===== src/rtl/nbj_pkg.sv =====
`timescale 1ns/1ps
package nbj_pkg;

   // Number of half-width transfers per output word; the sequencing is
   // written for exactly this count.
   localparam int NUM_HALF = 2;

   typedef enum logic [2:0] {
      ST_WAIT_LO = 3'd0,
      ST_CAP_LO  = 3'd1,
      ST_HOLD_LO = 3'd2,
      ST_WAIT_HI = 3'd3,
      ST_CAP_HI  = 3'd4,
      ST_HOLD_HI = 3'd5,
      ST_EMIT    = 3'd6,
      ST_DONE    = 3'd7
   } join_st_e;

endpackage


===== src/rtl/nbj_ctrl.sv =====
`timescale 1ns/1ps
module nbj_ctrl
   import nbj_pkg::*;
#(
   parameter bit VLD_FLOP = 1'b1
) (
   input  logic                clk_i,
   input  logic                rst_ni,
   input  logic                nib_vld_i,
   output logic [NUM_HALF-1:0] ld_half_o,
   output logic                ld_byte_o,
   output logic                byte_vld_o
);

   join_st_e state_q, state_d;

   // Next-state decode
   always_comb begin
      state_d = state_q;
      unique case (state_q)
         ST_WAIT_LO: if (nib_vld_i)  state_d = ST_CAP_LO;
         ST_CAP_LO:                  state_d = ST_HOLD_LO;
         ST_HOLD_LO: if (!nib_vld_i) state_d = ST_WAIT_HI;
         ST_WAIT_HI: if (nib_vld_i)  state_d = ST_CAP_HI;
         ST_CAP_HI:                  state_d = ST_HOLD_HI;
         ST_HOLD_HI: if (!nib_vld_i) state_d = ST_EMIT;
         ST_EMIT:                    state_d = ST_DONE;
         ST_DONE:                    state_d = ST_WAIT_LO;
         default:                    state_d = ST_WAIT_LO;
      endcase
   end

   always_ff @(posedge clk_i or negedge rst_ni) begin
      if (!rst_ni) state_q <= ST_WAIT_LO;
      else         state_q <= state_d;
   end

   // Load strobes fire on the edge that leaves a waiting state, so the
   // nibble is taken in the same cycle the qualifier is seen.
   assign ld_half_o[0] = (state_q == ST_WAIT_LO) && nib_vld_i;
   assign ld_half_o[1] = (state_q == ST_WAIT_HI) && nib_vld_i;
   assign ld_byte_o    = (state_q == ST_HOLD_HI) && !nib_vld_i;

   // Output strobe variant
   if (VLD_FLOP) begin : g_vld_flop
      logic vld_q;
      always_ff @(posedge clk_i or negedge rst_ni) begin
         if (!rst_ni) vld_q <= 1'b0;
         else         vld_q <= (state_d == ST_EMIT) && (state_q != ST_EMIT);
      end
      assign byte_vld_o = vld_q;
   end else begin : g_vld_decode
      assign byte_vld_o = (state_q == ST_EMIT);
   end

   AST_VLD_SINGLE: assert property (@(posedge clk_i) disable iff (!rst_ni)
      byte_vld_o |=> !byte_vld_o);

   AST_HOLD_LO_WAITS: assert property (@(posedge clk_i) disable iff (!rst_ni)
      (state_q == ST_HOLD_LO && nib_vld_i) |=> (state_q == ST_HOLD_LO));

   AST_HOLD_HI_WAITS: assert property (@(posedge clk_i) disable iff (!rst_ni)
      (state_q == ST_HOLD_HI && nib_vld_i) |=> (state_q == ST_HOLD_HI));

   AST_EMIT_AFTER_HI: assert property (@(posedge clk_i) disable iff (!rst_ni)
      $rose(byte_vld_o) |-> ($past(state_q) == ST_HOLD_HI));

   AST_STROBES_EXCL: assert property (@(posedge clk_i) disable iff (!rst_ni)
      $onehot0({ld_half_o, ld_byte_o}));

endmodule


===== src/rtl/nbj_datapath.sv =====
`timescale 1ns/1ps
module nbj_datapath
   import nbj_pkg::*;
#(
   parameter  int NIB_W  = 4,
   localparam int BYTE_W = NUM_HALF * NIB_W
) (
   input  logic                           clk_i,
   input  logic                           rst_ni,
   input  logic [NIB_W-1:0]               nib_i,
   input  logic [NUM_HALF-1:0]            ld_half_i,
   input  logic                           ld_byte_i,
   output logic [NUM_HALF-1:0][NIB_W-1:0] half_o,
   output logic [BYTE_W-1:0]              byte_o
);

   // One holding register per half; index 0 is the low half.
   for (genvar h = 0; h < NUM_HALF; h++) begin : g_half
      always_ff @(posedge clk_i or negedge rst_ni) begin
         if (!rst_ni)          half_o[h] <= '0;
         else if (ld_half_i[h]) half_o[h] <= nib_i;
      end
   end

   // Packed array places index 1 (high half) in the upper bits.
   always_ff @(posedge clk_i or negedge rst_ni) begin
      if (!rst_ni)        byte_o <= '0;
      else if (ld_byte_i) byte_o <= half_o;
   end

   AST_BYTE_HOLDS: assert property (@(posedge clk_i) disable iff (!rst_ni)
      !ld_byte_i |=> $stable(byte_o));

endmodule


===== src/rtl/nib_pair_join.sv =====
`timescale 1ns/1ps
module nib_pair_join
   import nbj_pkg::*;
#(
   parameter int NIB_W    = 4,
   parameter bit VLD_FLOP = 1'b1
) (
   input  logic                      clk_i,
   input  logic                      rst_ni,
   input  logic [NIB_W-1:0]          nib_i,
   input  logic                      nib_vld_i,
   output logic [NUM_HALF*NIB_W-1:0] byte_o,
   output logic                      byte_vld_o
);

   localparam int BYTE_W = NUM_HALF * NIB_W;

   if (NIB_W < 1) begin : g_bad_width
      $error("nib_pair_join: NIB_W must be at least 1");
   end

   logic [NUM_HALF-1:0]            ld_half;
   logic                           ld_byte;
   logic [NUM_HALF-1:0][NIB_W-1:0] half_q;
   logic [BYTE_W-1:0]              byte_q;

   nbj_ctrl #(
      .VLD_FLOP (VLD_FLOP)
   ) u_ctrl (
      .clk_i      (clk_i),
      .rst_ni     (rst_ni),
      .nib_vld_i  (nib_vld_i),
      .ld_half_o  (ld_half),
      .ld_byte_o  (ld_byte),
      .byte_vld_o (byte_vld_o)
   );

   nbj_datapath #(
      .NIB_W (NIB_W)
   ) u_dp (
      .clk_i     (clk_i),
      .rst_ni    (rst_ni),
      .nib_i     (nib_i),
      .ld_half_i (ld_half),
      .ld_byte_i (ld_byte),
      .half_o    (half_q),
      .byte_o    (byte_q)
   );

   assign byte_o = byte_q;

   AST_BYTE_ORDER: assert property (@(posedge clk_i) disable iff (!rst_ni)
      byte_vld_o |-> (byte_o == {half_q[1], half_q[0]}));

   AST_RESET_CLEAR: assert property (@(posedge clk_i)
      !rst_ni |-> (byte_o == '0 && !byte_vld_o));

endmodule


===== config.mk =====
export PLATFORM = sky130hd
export DESIGN_NAME = nib_pair_join
export DESIGN_NICKNAME = d
export VERILOG_FILES = /design/src/rtl/nbj_pkg.sv /design/src/rtl/nbj_ctrl.sv /design/src/rtl/nbj_datapath.sv /design/src/rtl/nib_pair_join.sv
export SDC_FILE = /design/constraint.sdc
export NUM_CORES = 1
export LEC_CHECK = 0
export CAP_MARGIN = 30
export CELL_PAD_IN_SITES_DETAIL_PLACEMENT = 2
export CELL_PAD_IN_SITES_GLOBAL_PLACEMENT = 2
export CORE_MARGIN = 2
export CORE_UTILIZATION = 37
export DETAILED_ROUTE_END_ITERATION = 8
export DONT_BUFFER_PORTS = 1
export PLACE_DENSITY_LB_ADDON = 0.1
export SETUP_SLACK_MARGIN = 0.4
export SLEW_MARGIN = 10
export SYNTH_ARGS = -nofsm -noshare
export SYNTH_HDL_FRONTEND = slang
export SYNTH_HIERARCHICAL = 1
export SYNTH_SLANG_ARGS = --single-unit

===== constraint.sdc =====
create_clock -name clk_i -period 1.5 [get_ports clk_i]
set_clock_uncertainty 0.15 [all_clocks]
set_input_delay 0.15 -clock clk_i [delete_from_list [all_inputs] [get_ports clk_i]]
set_output_delay 0.15 -clock clk_i [all_outputs]
set_load 0.05 [all_outputs]

Word level (Yosys, flattened, before mapping)
Index checks and enable logic that the tools add are counted.
{ "word_totals": {"elab_cells": 25, "inputBits": 7, "out_inout_bits": 9, "regBits": 20} }
{ "op_classes": {"reduce_logical": 6, "eq_ne": 9, "n_mux": 5} }
{ "op_table": {"columns": ["cell", "count"], "rows": [
  ["$pmux 3 s8", 1],
  ["$eq 3x3->1 const B", 5],
  ["$mux 3", 4],
  ["$eq 3x2->1 const B", 2],
  ["$logic_and 1x1->1", 4],
  ["$eq 3x1->1 const B", 1],
  ["$logic_not 3->1", 1],
  ["$ne 3x3->1 const B", 1],
  ["$logic_not 1->1", 1]
]} }

Depth between registers and ports, before layout
{ "depth": {"ltp_word": 4, "depth_mapped": 3} }

By module
Netlist, hierarchy kept.
{ "modules_own_cells": {"columns": ["mod", "instances", "seq_area_each_um2", "cells_each", "area_per_inst_um2"], "rows": [
  ["nbj_datapath", 1, 400.4, 33, 621.8],
  ["nbj_ctrl", 1, 100.1, 19, 195.2]
]} }

Worst setup path before layout
OpenSTA, ideal clock, no wires.
{ "synth_path": {"kind": "register to register", "startpoint": "register u_ctrl.state_q[2]", "endpoint": "register u_dp/half_o[0] (netlist name)", "t_arrival_ns": 1.297, "synth_period_minus_slack_ns": 1.572, "required_ns": 1.225, "path_stages_with_launch": 4, "path_slack_ns": -0.072, "n_path_buf": 0, "path_cell_list": "dfrtp_1 > nand2b_1 > nor3_1 > mux2_2"} }
{ "synth_via": {"elab_chain_cells": 2} }
{ "synth_rtl": {"columns": ["element", "line_no", "rtl"], "rows": [
  ["start: declaration", "nbj_ctrl.sv:15", "join_st_e state_q, state_d;"],
  ["start signal: assignment", "nbj_ctrl.sv:35", "else state_q <= state_d;"],
  ["$logic_not 3->1", "nbj_ctrl.sv:40", "assign ld_half_o[0] = (state_q == ST_WAIT_LO) && nib_vld_i;"],
  ["$logic_and 1x1->1", "nbj_ctrl.sv:40", null],
  ["net ld_half[0]", "nib_pair_join.sv:22", "logic [NUM_HALF-1:0] ld_half;"],
  ["end signal: indexed assignment", "nbj_datapath.sv:21", "else if (ld_half_i[h]) half_o[h] <= nib_i;"],
  ["end: declaration", "nbj_datapath.sv:13", "output logic [NUM_HALF-1:0][NIB_W-1:0] half_o,"]
]} }
The timed path passes the listed nets, and every way through them passes these cells.
A chain may end at the register's enable or synchronous reset.

Worst setup path in the final report
{ "layout_path": {"startpoint": "register u_ctrl.state_q[1]", "endpoint": "register u_dp.byte_o[2]"} }
{ "layout_via": {"elab_chain_cells": 2} }
{ "layout_rtl": {"columns": ["element", "line_no", "rtl"], "rows": [
  ["$eq 3x3->1", "nbj_ctrl.sv:42", "assign ld_byte_o = (state_q == ST_HOLD_HI) && !nib_vld_i;"],
  ["$logic_and 1x1->1", "nbj_ctrl.sv:42", null],
  ["net ld_byte", "nib_pair_join.sv:23", "logic ld_byte;"],
  ["end signal: assignment", "nbj_datapath.sv:28", "else if (ld_byte_i) byte_o <= half_o;"],
  ["end: declaration", "nbj_datapath.sv:14", "output logic [BYTE_W-1:0] byte_o"]
]} }
The timed path passes the listed nets, and every way through them passes these cells.

==> run metrics <==
status finished clean; Slew HR 70.2%; WL per Instance between 15 and 20 um; CTS Buffer Depth 2; Initial Util 38.0%; clock root buffer clkbuf_4; max-slew violation count 0; Sink Count 20; Synth Flop Type dfrtp_1; largest net degree at the start of global routing 21; Setup Viol. Count Final 0; Seq pwr share between 30% and 40%; worst r2r src u_ctrl/state_q[1]; Routed WL 2.30 mm; Post-Place Cells between 90 and 100; placed inst area 993 um^2; post-synth cell types 17; post-synth top area cell dfrtp_1; initial antenna violation count 0; maximum clock rate 679 MHz; setup slack after layout 0.0277 ns; area grow syn2layout 55.7%; sequential area share after synthesis 61.3%; worst hold margin between 0.05 and 0.06 ns; first-pass GRT wire length 3.54 mm; leakage power 0.599 nW; Final ANT Viol Nets 0; WP data arrival 1.51 ns; Placement Setup Slack -0.0186 ns; ys async rst share 100%; site row count 17; Max-Cap Viols 0; Syn Nets 59; min Tclk post-route 1.47 ns; Slew @ Worst Pin 0.445 ns; fin cells 115; later-pin clock latency in the skew report 0.30 ns; full die area 0.00260 mm^2; Final period util 98.2%; WHS Endpoint u_dp/half_o[5]; Avg Cell Area, Syn 15.7 um^2; Post-Syn Area 817 um^2; crit-path max FO 2; Peak VDD IR ~1.2 mV; most common library cells after synthesis dfrtp_1, mux2_2, mux2_4, a21oi_1, nor2_1; TritonCTS Buffers 3; DR vias/cell between 4 and 5; leading post-synthesis cells by cell area dfrtp_1, mux2_4, mux2_2; layout cells sized above 1 65.5%; Synth top area share 61.3%; GRT Overall Usage 19.8%; Residual DRC 0; Clock Power Share about 9.0%; combinational share of power 56.8%; Finished Cell Area 0.00127 mm^2; CTS tree built; drt pass-1 iters 3; via count 570; R2R depth 3; Critical R2R Capture u_dp/byte_o[2]; Placer Congestion about 0.7; r2r setup slk 0.03 ns; Ys Warns 6; CP required 1.54 ns; H-tree levels 1; critical setup path kind register to register; Critical Path End Type register; hold path cells 3; post-DP HPWL between 1 and 1.5 mm; Post-Syn Instances 52; First DRT Iteration DRCs 3; I/O pins 16; Post-synth EDFFs 0; unrepaired setup endpoints after global routing true; Sw Ratio about two fifths; height of the chip 51.0 um; hold_sp nib_vld_i; I/O Buffers 0; total overflow reported by the global router 0; critical path startpoint category register; Die Wd 51.0 um; most frequent cell after synthesis dfrtp_1; Yosys reg bits 20; n_diodes 0; Final Hold Vio Count 0; Core Area roughly 0.0021 mm^2; P per Cell Area 2330 mW/mm^2; P_int 0.00180 W; vias in the first global route 664; clk slew on worst S/H paths ~0.11 ns; Psw 0.00117 W; Final #Nets 95; Hold WC Path Type input port to register
state kept, by name, summed over array words and instances (netlist names):
| name | flops |
|---|---|
| u_ctrl/byte_vld_o | 1 |
| u_ctrl/state_q | 3 |
| u_dp/byte_o | 8 |
| u_dp/half_o | 8 |
final cells by class:
cell class	instances	area, um^2
Multi-Input combinational cell	30	384
Tap cell	28	35.0
Timing Repair Buffer	32	317
Inverter	1	6.26
Sequential cell	20	504
Fill cell	189	876
Clock buffer	4	26.3
per-layer routing:
| metal | track usage, % | wire (um) | part of all wire (%) | up-vias |
|---|---|---|---|---|
| li1 | - | - | - | 255 |
| met1 | 23.8 | 1010 | 44 | 296 |
| met2 | 33.5 | 1130 | 49 | 15 |
| met3 | 5.26 | 107 | 4.7 | 4 |
| met4 | 8.11 | 52 | 2.3 | 0 |
| met5 | 0 | 0 | 0 | - |
cells by family (layout without fill, tap and decap cells):
family,Yosys count,count (layout),synth area share (%)
simple gates,8,8,6.58
compound gates,6,6,4.59
mux,16,16,25.7
flops,20,20,61.3
buf+inv,2,37,1.84
metrics by stage:
stage | setup TNS, ns | power (W) | utilization (%)
2_1_floorplan | 0 | 0.00183 | -
3_3_place_gp | 0 | 0.00212 | 46.2
3_5_place_dp | -0.0390 | 0.00221 | 46.2
4_1_cts | 0 | 0.00281 | 55.9
5_1_grt | 0 | 0.00312 | 59.2
6_report | 0 | 0.00297 | 59.2
what timing repair did:
action / CTS / global route
hold buffers: 6 / 0
resized for setup: 21 / 4
setup buffers: 6 / 6
pin swaps: 3 / 1
endpoints found under the setup margin: 28 / 29
endpoints found under the hold margin: 31 / 0
cells in the final DEF, fill, tap and decap left out:
cell,netlist,routed
buf_4,0,12
and4bb_1,1,1
nand2_4,0,1
nor2_1,2,2
dfrtp_2,0,3
a21oi_2,0,1
nand2b_4,0,1
inv_4,0,1
nor3_4,0,1
dlygate4sd3_1,0,6
and4bb_2,1,1
buf_12,0,1
a21o_1,1,1
clkbuf_4,0,3
o21ai_0,1,1
buf_6,1,13
mux2_4,8,16
a21oi_4,0,1
dfrtp_1,20,17
nor2_4,0,1
clkbuf_1,0,1
o22a_1,1,1
o22ai_2,0,1
power by group through the flow:
stage | clock, W | sequential [W] | combinational, W
finish | 0.000266 | 0.00102 | 0.00168
global route | 0.000295 | 0.00104 | 0.00178
CTS | 0.000284 | 0.00100 | 0.00153
detailed placement | 0 | 0.000984 | 0.00123
global placement | 0 | 0.000955 | 0.00117
floorplan | 0 | 0.00132 | 0.000507
critical path, stage by stage, from the launching register on:
cell and delay (ns):
dfrtp_2 0.43, and4bb_1 0.33, buf_4 0.16, mux2_4 0.29
worst max path at each step:
stage                      start             end  cells after the start
6_report       u_ctrl/state_q[1]  u_dp/byte_o[2]                      3
5_1_grt        u_ctrl/state_q[1]  u_dp/byte_o[2]                      3
4_1_cts        u_ctrl/state_q[1]  u_dp/byte_o[5]                      3
3_5_place_dp   u_ctrl/state_q[2]  u_dp/half_o[1]                      3
3_3_place_gp   u_ctrl/state_q[2]  u_dp/half_o[3]                      3
2_1_floorplan  u_ctrl/state_q[2]  u_dp/half_o[0]                      3
(Power assumes the default switching activity.)
